`src/rtl/rat_pkg.sv`:
```
package rat_pkg;
  // Per-entry update decision for one cycle.
  typedef enum logic [1:0] {
    ENT_KEEP = 2'd0,
    ENT_SET  = 2'd1,
    ENT_CLR  = 2'd2
  } ent_act_e;

  // Release is applied first, allocate on top of it.
  function automatic ent_act_e resolve_act(input logic set_hit, input logic clr_hit);
    if (set_hit)      return ENT_SET;
    else if (clr_hit) return ENT_CLR;
    else              return ENT_KEEP;
  endfunction
endpackage

```
`src/rtl/rat_alias_map.sv`:
```
module rat_alias_map #(
  parameter int unsigned NUM_REGS = 8,
  parameter int unsigned REG_W    = 3,
  parameter logic [NUM_REGS*NUM_REGS-1:0] SUB_MAP = '0
) (
  input  logic [REG_W-1:0]    reg_id,
  output logic [NUM_REGS-1:0] self_mask,
  output logic [NUM_REGS-1:0] sub_mask,
  output logic [NUM_REGS-1:0] sup_mask
);
  always_comb begin
    self_mask = '0;
    sub_mask  = '0;
    sup_mask  = '0;
    for (int r = 0; r < NUM_REGS; r++) begin
      if (int'(reg_id) == r) begin
        self_mask[r] = 1'b1;
        for (int s = 0; s < NUM_REGS; s++) begin
          sub_mask[s] = SUB_MAP[r*NUM_REGS + s];
          sup_mask[s] = SUB_MAP[s*NUM_REGS + r];
        end
      end
    end
  end
endmodule

```
`src/rtl/rat_pool_ctr.sv`:
```
module rat_pool_ctr #(
  parameter int unsigned CNT_W     = 8,
  parameter int unsigned REQ_W     = 4,
  parameter int unsigned POOL_SIZE = 4
) (
  input  logic             clk,
  input  logic             rst,
  input  logic             inc,
  input  logic             dec,
  input  logic [REQ_W-1:0] req_writes,
  output logic             avail_ok,
  output logic [CNT_W-1:0] used_q,
  output logic [CNT_W-1:0] peak_q,
  output logic [CNT_W-1:0] total_q
);
  localparam logic [CNT_W:0] POOL_LIM = (CNT_W+1)'(POOL_SIZE);

  logic [CNT_W-1:0] used_nx;
  logic [CNT_W:0]   demand;

  always_comb begin
    used_nx = used_q;
    if (inc && !dec)                      used_nx = used_q + 1'b1;
    else if (dec && !inc && used_q != '0) used_nx = used_q - 1'b1;
  end

  always_ff @(posedge clk) begin
    if (rst) begin
      used_q  <= '0;
      peak_q  <= '0;
      total_q <= '0;
    end else begin
      used_q <= used_nx;
      if (used_nx > peak_q) peak_q <= used_nx;
      if (inc) total_q <= total_q + 1'b1;
    end
  end

  assign demand   = {1'b0, used_q} + (CNT_W+1)'(req_writes);
  assign avail_ok = (POOL_SIZE == 0) || (demand <= POOL_LIM);


  used_step_chk: assert property (@(posedge clk) disable iff (rst)
    (used_q == $past(used_q)) || (used_q == $past(used_q) + 1'b1) ||
    (used_q == $past(used_q) - 1'b1));

  peak_cover_chk: assert property (@(posedge clk) disable iff (rst)
    peak_q >= used_q);

  total_step_chk: assert property (@(posedge clk) disable iff (rst)
    (total_q == $past(total_q)) || (total_q == $past(total_q) + 1'b1));
endmodule

```
`src/rtl/rat_writer_table.sv`:
```
module rat_writer_table
  import rat_pkg::*;
#(
  parameter int unsigned NUM_REGS  = 8,
  parameter int unsigned TAG_W     = 3,
  parameter int unsigned CNT_W     = 8,
  parameter int unsigned REQ_W     = 4,
  parameter int unsigned POOL_SIZE = 4,
  parameter logic [NUM_REGS*NUM_REGS-1:0] SUB_MAP = 64'h0000_0020_0008_0C00,
  localparam int unsigned REG_W    = $clog2(NUM_REGS),
  localparam int unsigned NUM_TAGS = 2**TAG_W
) (
  input  logic                clk,
  input  logic                rst,
  input  logic                alloc_en,
  input  logic [REG_W-1:0]    alloc_reg,
  input  logic [TAG_W-1:0]    alloc_tag,
  input  logic                alloc_full,
  input  logic                rel_en,
  input  logic [REG_W-1:0]    rel_reg,
  input  logic [TAG_W-1:0]    rel_tag,
  input  logic                rel_full,
  input  logic [REG_W-1:0]    lk_reg,
  output logic [NUM_TAGS-1:0] lk_writers,
  input  logic [REQ_W-1:0]    req_writes,
  output logic                avail_ok,
  output logic [CNT_W-1:0]    used_cnt,
  output logic [CNT_W-1:0]    peak_cnt,
  output logic [CNT_W-1:0]    total_cnt
);
  logic [NUM_REGS-1:0] ent_v;
  logic [TAG_W-1:0]    ent_tag [NUM_REGS];

  logic [NUM_REGS-1:0] a_self, a_sub, a_sup;
  logic [NUM_REGS-1:0] r_self, r_sub, r_sup;
  logic [NUM_REGS-1:0] l_self, l_sub, l_sup;

  logic alloc_go, rel_go, rel_live;

  assign alloc_go = alloc_en && (alloc_reg != '0);
  assign rel_go   = rel_en && (rel_reg != '0);
  assign rel_live = rel_go && ent_v[rel_reg];

  rat_alias_map #(.NUM_REGS(NUM_REGS), .REG_W(REG_W), .SUB_MAP(SUB_MAP)) alloc_map_i (
    .reg_id(alloc_reg), .self_mask(a_self), .sub_mask(a_sub), .sup_mask(a_sup));
  rat_alias_map #(.NUM_REGS(NUM_REGS), .REG_W(REG_W), .SUB_MAP(SUB_MAP)) rel_map_i (
    .reg_id(rel_reg), .self_mask(r_self), .sub_mask(r_sub), .sup_mask(r_sup));
  rat_alias_map #(.NUM_REGS(NUM_REGS), .REG_W(REG_W), .SUB_MAP(SUB_MAP)) lk_map_i (
    .reg_id(lk_reg), .self_mask(l_self), .sub_mask(l_sub), .sup_mask(l_sup));

  genvar g;
  generate
    for (g = 0; g < NUM_REGS; g++) begin : g_ent
      logic     set_hit, clr_hit;
      ent_act_e act;
      always_comb begin
        set_hit = alloc_go && (a_self[g] || a_sub[g] || (alloc_full && a_sup[g]));
        clr_hit = rel_go && (r_self[g] || r_sub[g] || (rel_full && r_sup[g])) &&
                  ent_v[g] && (ent_tag[g] == rel_tag);
        act     = resolve_act(set_hit, clr_hit);
      end
      always_ff @(posedge clk) begin
        if (rst) begin
          ent_v[g]   <= 1'b0;
          ent_tag[g] <= '0;
        end else begin
          case (act)
            ENT_SET: begin
              ent_v[g]   <= 1'b1;
              ent_tag[g] <= alloc_tag;
            end
            ENT_CLR: ent_v[g] <= 1'b0;
            default: ;
          endcase
        end
      end
    end
  endgenerate

  always_comb begin
    lk_writers = '0;
    for (int r = 0; r < NUM_REGS; r++)
      if (ent_v[r] && (l_self[r] || l_sub[r]))
        lk_writers[ent_tag[r]] = 1'b1;
  end

  rat_pool_ctr #(.CNT_W(CNT_W), .REQ_W(REQ_W), .POOL_SIZE(POOL_SIZE)) pool_i (
    .clk(clk), .rst(rst), .inc(alloc_go), .dec(rel_live),
    .req_writes(req_writes), .avail_ok(avail_ok),
    .used_q(used_cnt), .peak_q(peak_cnt), .total_q(total_cnt));


  alloc_own_chk: assert property (@(posedge clk) disable iff (rst)
    alloc_go |=> ent_v[$past(alloc_reg)] && (ent_tag[$past(alloc_reg)] == $past(alloc_tag)));

  foreign_keep_chk: assert property (@(posedge clk) disable iff (rst)
    (rel_go && !alloc_en && ent_v[rel_reg] && (ent_tag[rel_reg] != rel_tag))
      |=> ent_v[$past(rel_reg)] && (ent_tag[$past(rel_reg)] == $past(ent_tag[rel_reg])));

  zero_id_chk: assert property (@(posedge clk) disable iff (rst)
    (alloc_en && alloc_reg == '0 && !rel_en) |=> $stable(ent_v));

  lk_width_chk: assert property (@(posedge clk) disable iff (rst)
    ($countones(lk_writers) <= $countones(ent_v)));
endmodule

```
`config.mk`:
```
export PLATFORM = sky130hd
export DESIGN_NAME = rat_writer_table
export DESIGN_NICKNAME = d
export VERILOG_FILES = /design/src/rtl/rat_pkg.sv /design/src/rtl/rat_alias_map.sv /design/src/rtl/rat_pool_ctr.sv /design/src/rtl/rat_writer_table.sv
export SDC_FILE = /design/constraint.sdc
export NUM_CORES = 1
export LEC_CHECK = 0
export ABC_AREA = 1
export BUFFER_PORTS_ARGS = -buffer_cell sky130_fd_sc_hd__buf_2
export CORE_ASPECT_RATIO = 1.5
export CORE_UTILIZATION = 40
export DETAILED_ROUTE_END_ITERATION = 8
export GPL_ROUTABILITY_DRIVEN = 0
export PLACE_DENSITY = 0.57
export SLEW_MARGIN = 20
export SYNTH_ARGS = -nofsm -noshare
export SYNTH_HDL_FRONTEND = slang
export SYNTH_SLANG_ARGS = --single-unit
```
`constraint.sdc`:
```
create_clock -name clk -period 4.25 [get_ports clk]
set_input_delay 0.85 -clock clk [delete_from_list [all_inputs] [get_ports clk]]
set_output_delay 0.85 -clock clk [all_outputs]
set_load 0.03 [all_outputs]
```
==> flow_summary.ini <==
[run_status]
outcome = finished, violations left
violations = design-rule violations

[cells_and_area]
diodes = 0
syn2layout_area_growth_pct = 12.7
fin_nets = 667
drive_gt1_share_pct = 17.3
most-common-layout-cells = nand2_1 (103), inv_1 (84), nor2_1 (75), buf_2 (57), nand3_1 (37)
layout_commonest_cell = nand2_1
fill_cells = 1010

[cts]
cts_resized = 0
cts.reportedPaths.clkPinSlew_ns = 0.07
cts_setup_buffers = 0
clk_latency_ns = 0.30
cts_buffers = 5
cts_tree = done
clock-sinks = 56
cts_buffer_depth = 2
hold_buffers = 0
htreeDepth = 2
cts-root-buf = clkbuf_16

[power_and_ir_drop]
p_seq_share_pct = 40.6
p_per_area_nw_per_um2 = 365
switching_share_pct = 39.1
p_int_mw = 1.03
p_total_mw = 1.69
pwr-share-comb_pct = 34.2
p_sw_mw = 0.660
leakage_nw = 2.15
irDropWorstVdd_mv = 0.424
power.share.clock_pct = 25.1

[route]
wl_um = 11600
routedWlPerCell_um = 15.6
dr.pass1.iters = 7
routed_via_density = 5.35
drc_errors = 5
drt_iter0_drc = 206
vias = 3968
ant_nets = 0

[synthesis]
yosysSeqAreaShare_pct = 33.2
synth.distinct_cells = 46
ys_ff_latch = 56
syn-cell-area_um2 = 4100
syn_avg_cell_area_um2 = 7.19
yosysWarnings = 0
synthCells = 571
synthArstFlopShare_pct = 0
ys.flop_type = dfxtp_1
synth_edf_count = 24

[floorplanning]
dieArea_um2 = 10700
die_h_um = 126
fp-row-count = 44
die_x_um = 84.7
initial_utilization_pct = 41.9
core_area_um2 = 9800
io_pins = 58

[timing]
fmax_ghz = 0.303
setup_viol = 0
finalHoldViolations = 0
slew_viol_final = 0
timing.final.crit_share_pct = 77.6
slew_headroom_pct = 65.1
skew_ns = 0.00445
setup_tns_ns = 0
fin_crit_ns = 3.30
rsz0062_at_grt = no
tightestPinTransition_ns = 0.522

[worst_setup_path]
worstReg2RegStart = pool_i.used_q[1]$_SDFF_PP0_
cp_data_required_time_ns = 4.43
start_kind = primary input
critPathBufInv = 4
cpPeakStageDelay_ns = 0.30
r2r_cells = 20
worstPathMaxFanout = 15
worstPathArrival_ns = 3.48
critPathCaptureType = flop
path_cells = buf_2, o21ai_1, nand2_1, nand3_2, nand2_4, nand2_4, inv_4, o21ai_2, nand2_2, inv_1, ha_1, a21oi_1, nor2_1, nor2_1, nand3_1, o21ai_1, inv_1, o21ai_0, a21oi_2
worstSetupPathType = primary input to flop
cp_slowest_cell = ha_1
critical-path-top-delay-family = simple AND/OR/NAND/NOR gates
r2r_slack_ns = 1.16
rr_endpoint = pool_i.peak_q[6]$_SDFFE_PP0N_

[hold_path]
whs_endpoint = ent_v[2]$_SDFFE_PP0P_
hold_class = flop to flop
hold_depth = 2
min_from = ent_v[2]$_SDFFE_PP0P_

[flow_run]
cap_violations = 0

[place]
hpwl_um = 9330
portBuffers = 57

[global_route]
grt_pass1_vias = 3964
grt_pass1_wl_um = 19000
track_usage_pct = 22.7
grt_max_degree = 27
antenna_found_initial = 0
grt_overflow_total = 0
==> per-layer routing <==
| layer | GRT usage, % | share of wire, % | up-vias |
|---|---|---|---|
| met5 | 0 | 0 | - |
| met2 | 44.4 | 55 | 94 |
| li1 | - | - | 2019 |
| met4 | 11.3 | 3.8 | 0 |
| met3 | 2.29 | 2.3 | 29 |
| met1 | 23.4 | 39 | 1826 |
==> state kept, by name (all words and copies together) (netlist names) <==
| register | flops |
|---|---|
| ent_tag | 24 |
| ent_v | 8 |
| pool_i.peak_q | 8 |
| pool_i.total_q | 8 |
| pool_i.used_q | 8 |
==> layout make-up <==
type	instances	area [um^2]	area share (%)
flip-flops and latches	56	1360	29.4
clock inverters	3	21.3	0.460
multi-input cells	414	2340	50.7
inverters	91	344	7.44
clock buffers	5	125	2.71
well taps	115	144	3.11
repair buffers	57	285	6.17
==> kinds of logic after synthesis <==
group                    Yosys count  share of synthesized area, %
AO/OA/AOI/OAI                     80                          12.8
XOR/XNOR                          20                          4.27
adder cells (fa/ha/maj)           17                          5.37
buffers and inverters            103                          9.91
flip-flops                        56                          33.2
other                              1                        0.0914
AND/OR/NAND/NOR                  294                          34.4
==> tightest hold or removal path, cell delays in order (launching register included) <==
cell and delay (ns):
dfxtp_1 0.31, nand3_1 0.08, nand2_1 0.05
==> metrics by stage <==
| stage | instance area [um^2] | util [%] | instances | setup slack (ns) | hold WS, ns |
|---|---|---|---|---|---|
| 5_1_grt | 4620 | 47.2 | 741 | 0.716 | 0.510 |
| 3_3_place_gp | 4480 | 45.7 | 733 | 0.762 | 0.457 |
| 2_1_floorplan | 4110 | - | 573 | 0.787 | 0.426 |
| 6_report | 4620 | 47.2 | 741 | 0.950 | 0.482 |
| 4_1_cts | 4620 | 47.2 | 741 | 0.957 | 0.483 |
| 3_5_place_dp | 4480 | 45.7 | 733 | 0.636 | 0.473 |
==> power by group through the flow <==
| stage | sequential (mW) | clock [mW] | combinational [mW] |
|---|---|---|---|
| after global placement | 0.698 | 0 | 0.573 |
| after floorplan | 0.748 | 0 | 0.377 |
| after CTS | 0.687 | 0.434 | 0.579 |
| final | 0.686 | 0.424 | 0.577 |
| after global routing | 0.697 | 0.455 | 0.646 |
| after detailed placement | 0.698 | 0 | 0.578 |
==> cells in the mapped netlist, types with 2 or more instances <==
| cell | n | area [um^2] |
|---|---|---|
| a21oi_1 | 21 | 105 |
| nand2_4 | 3 | 33.8 |
| clkbuf_1 | 7 | 26.3 |
| nor2_1 | 75 | 282 |
| ha_1 | 16 | 200 |
| buf_2 | 2 | 10.0 |
| o21ai_0 | 19 | 95.1 |
| edfxtp_1 | 24 | 721 |
| dfxtp_1 | 32 | 641 |
| o21ai_1 | 4 | 20.0 |
| nor2_2 | 3 | 18.8 |
| o221a_2 | 4 | 45.0 |
| o2111ai_1 | 6 | 52.6 |
| buf_6 | 2 | 22.5 |
| o21ai_2 | 3 | 26.3 |
| nor4_1 | 8 | 50.1 |
| nor2_8 | 3 | 60.1 |
| nand4_1 | 27 | 169 |
| nand2_1 | 103 | 387 |
| nand2_2 | 6 | 37.5 |
| xor2_1 | 14 | 123 |
| a21oi_2 | 5 | 43.8 |
| o311ai_0 | 2 | 17.5 |
| nand3_2 | 2 | 20.0 |
| nor3_1 | 17 | 85.1 |
| o31ai_1 | 2 | 15.0 |
| o22ai_1 | 8 | 50.1 |
| nor3b_1 | 3 | 22.5 |
| nand3_1 | 37 | 185 |
| xnor2_1 | 6 | 52.6 |
| inv_1 | 84 | 315 |
| or2_2 | 4 | 25.0 |
| inv_2 | 6 | 22.5 |
==> how the worst max path moves through the flow <==
stage / startpoint / end / cells after the start
finish: rel_reg[0] / pool_i.peak_q[6]$_SDFFE_PP0N_ / 19
CTS: rel_reg[0] / pool_i.peak_q[6]$_SDFFE_PP0N_ / 19
global route: rel_reg[0] / pool_i.peak_q[0]$_SDFFE_PP0N_ / 20
detailed placement: rel_reg[0] / pool_i.peak_q[6]$_SDFFE_PP0N_ / 19
global placement: rel_reg[0] / pool_i.peak_q[6]$_SDFFE_PP0N_ / 19
floorplan: req_writes[0] / avail_ok / 6
No activity file was read; power rests on OpenSTA's default activity.
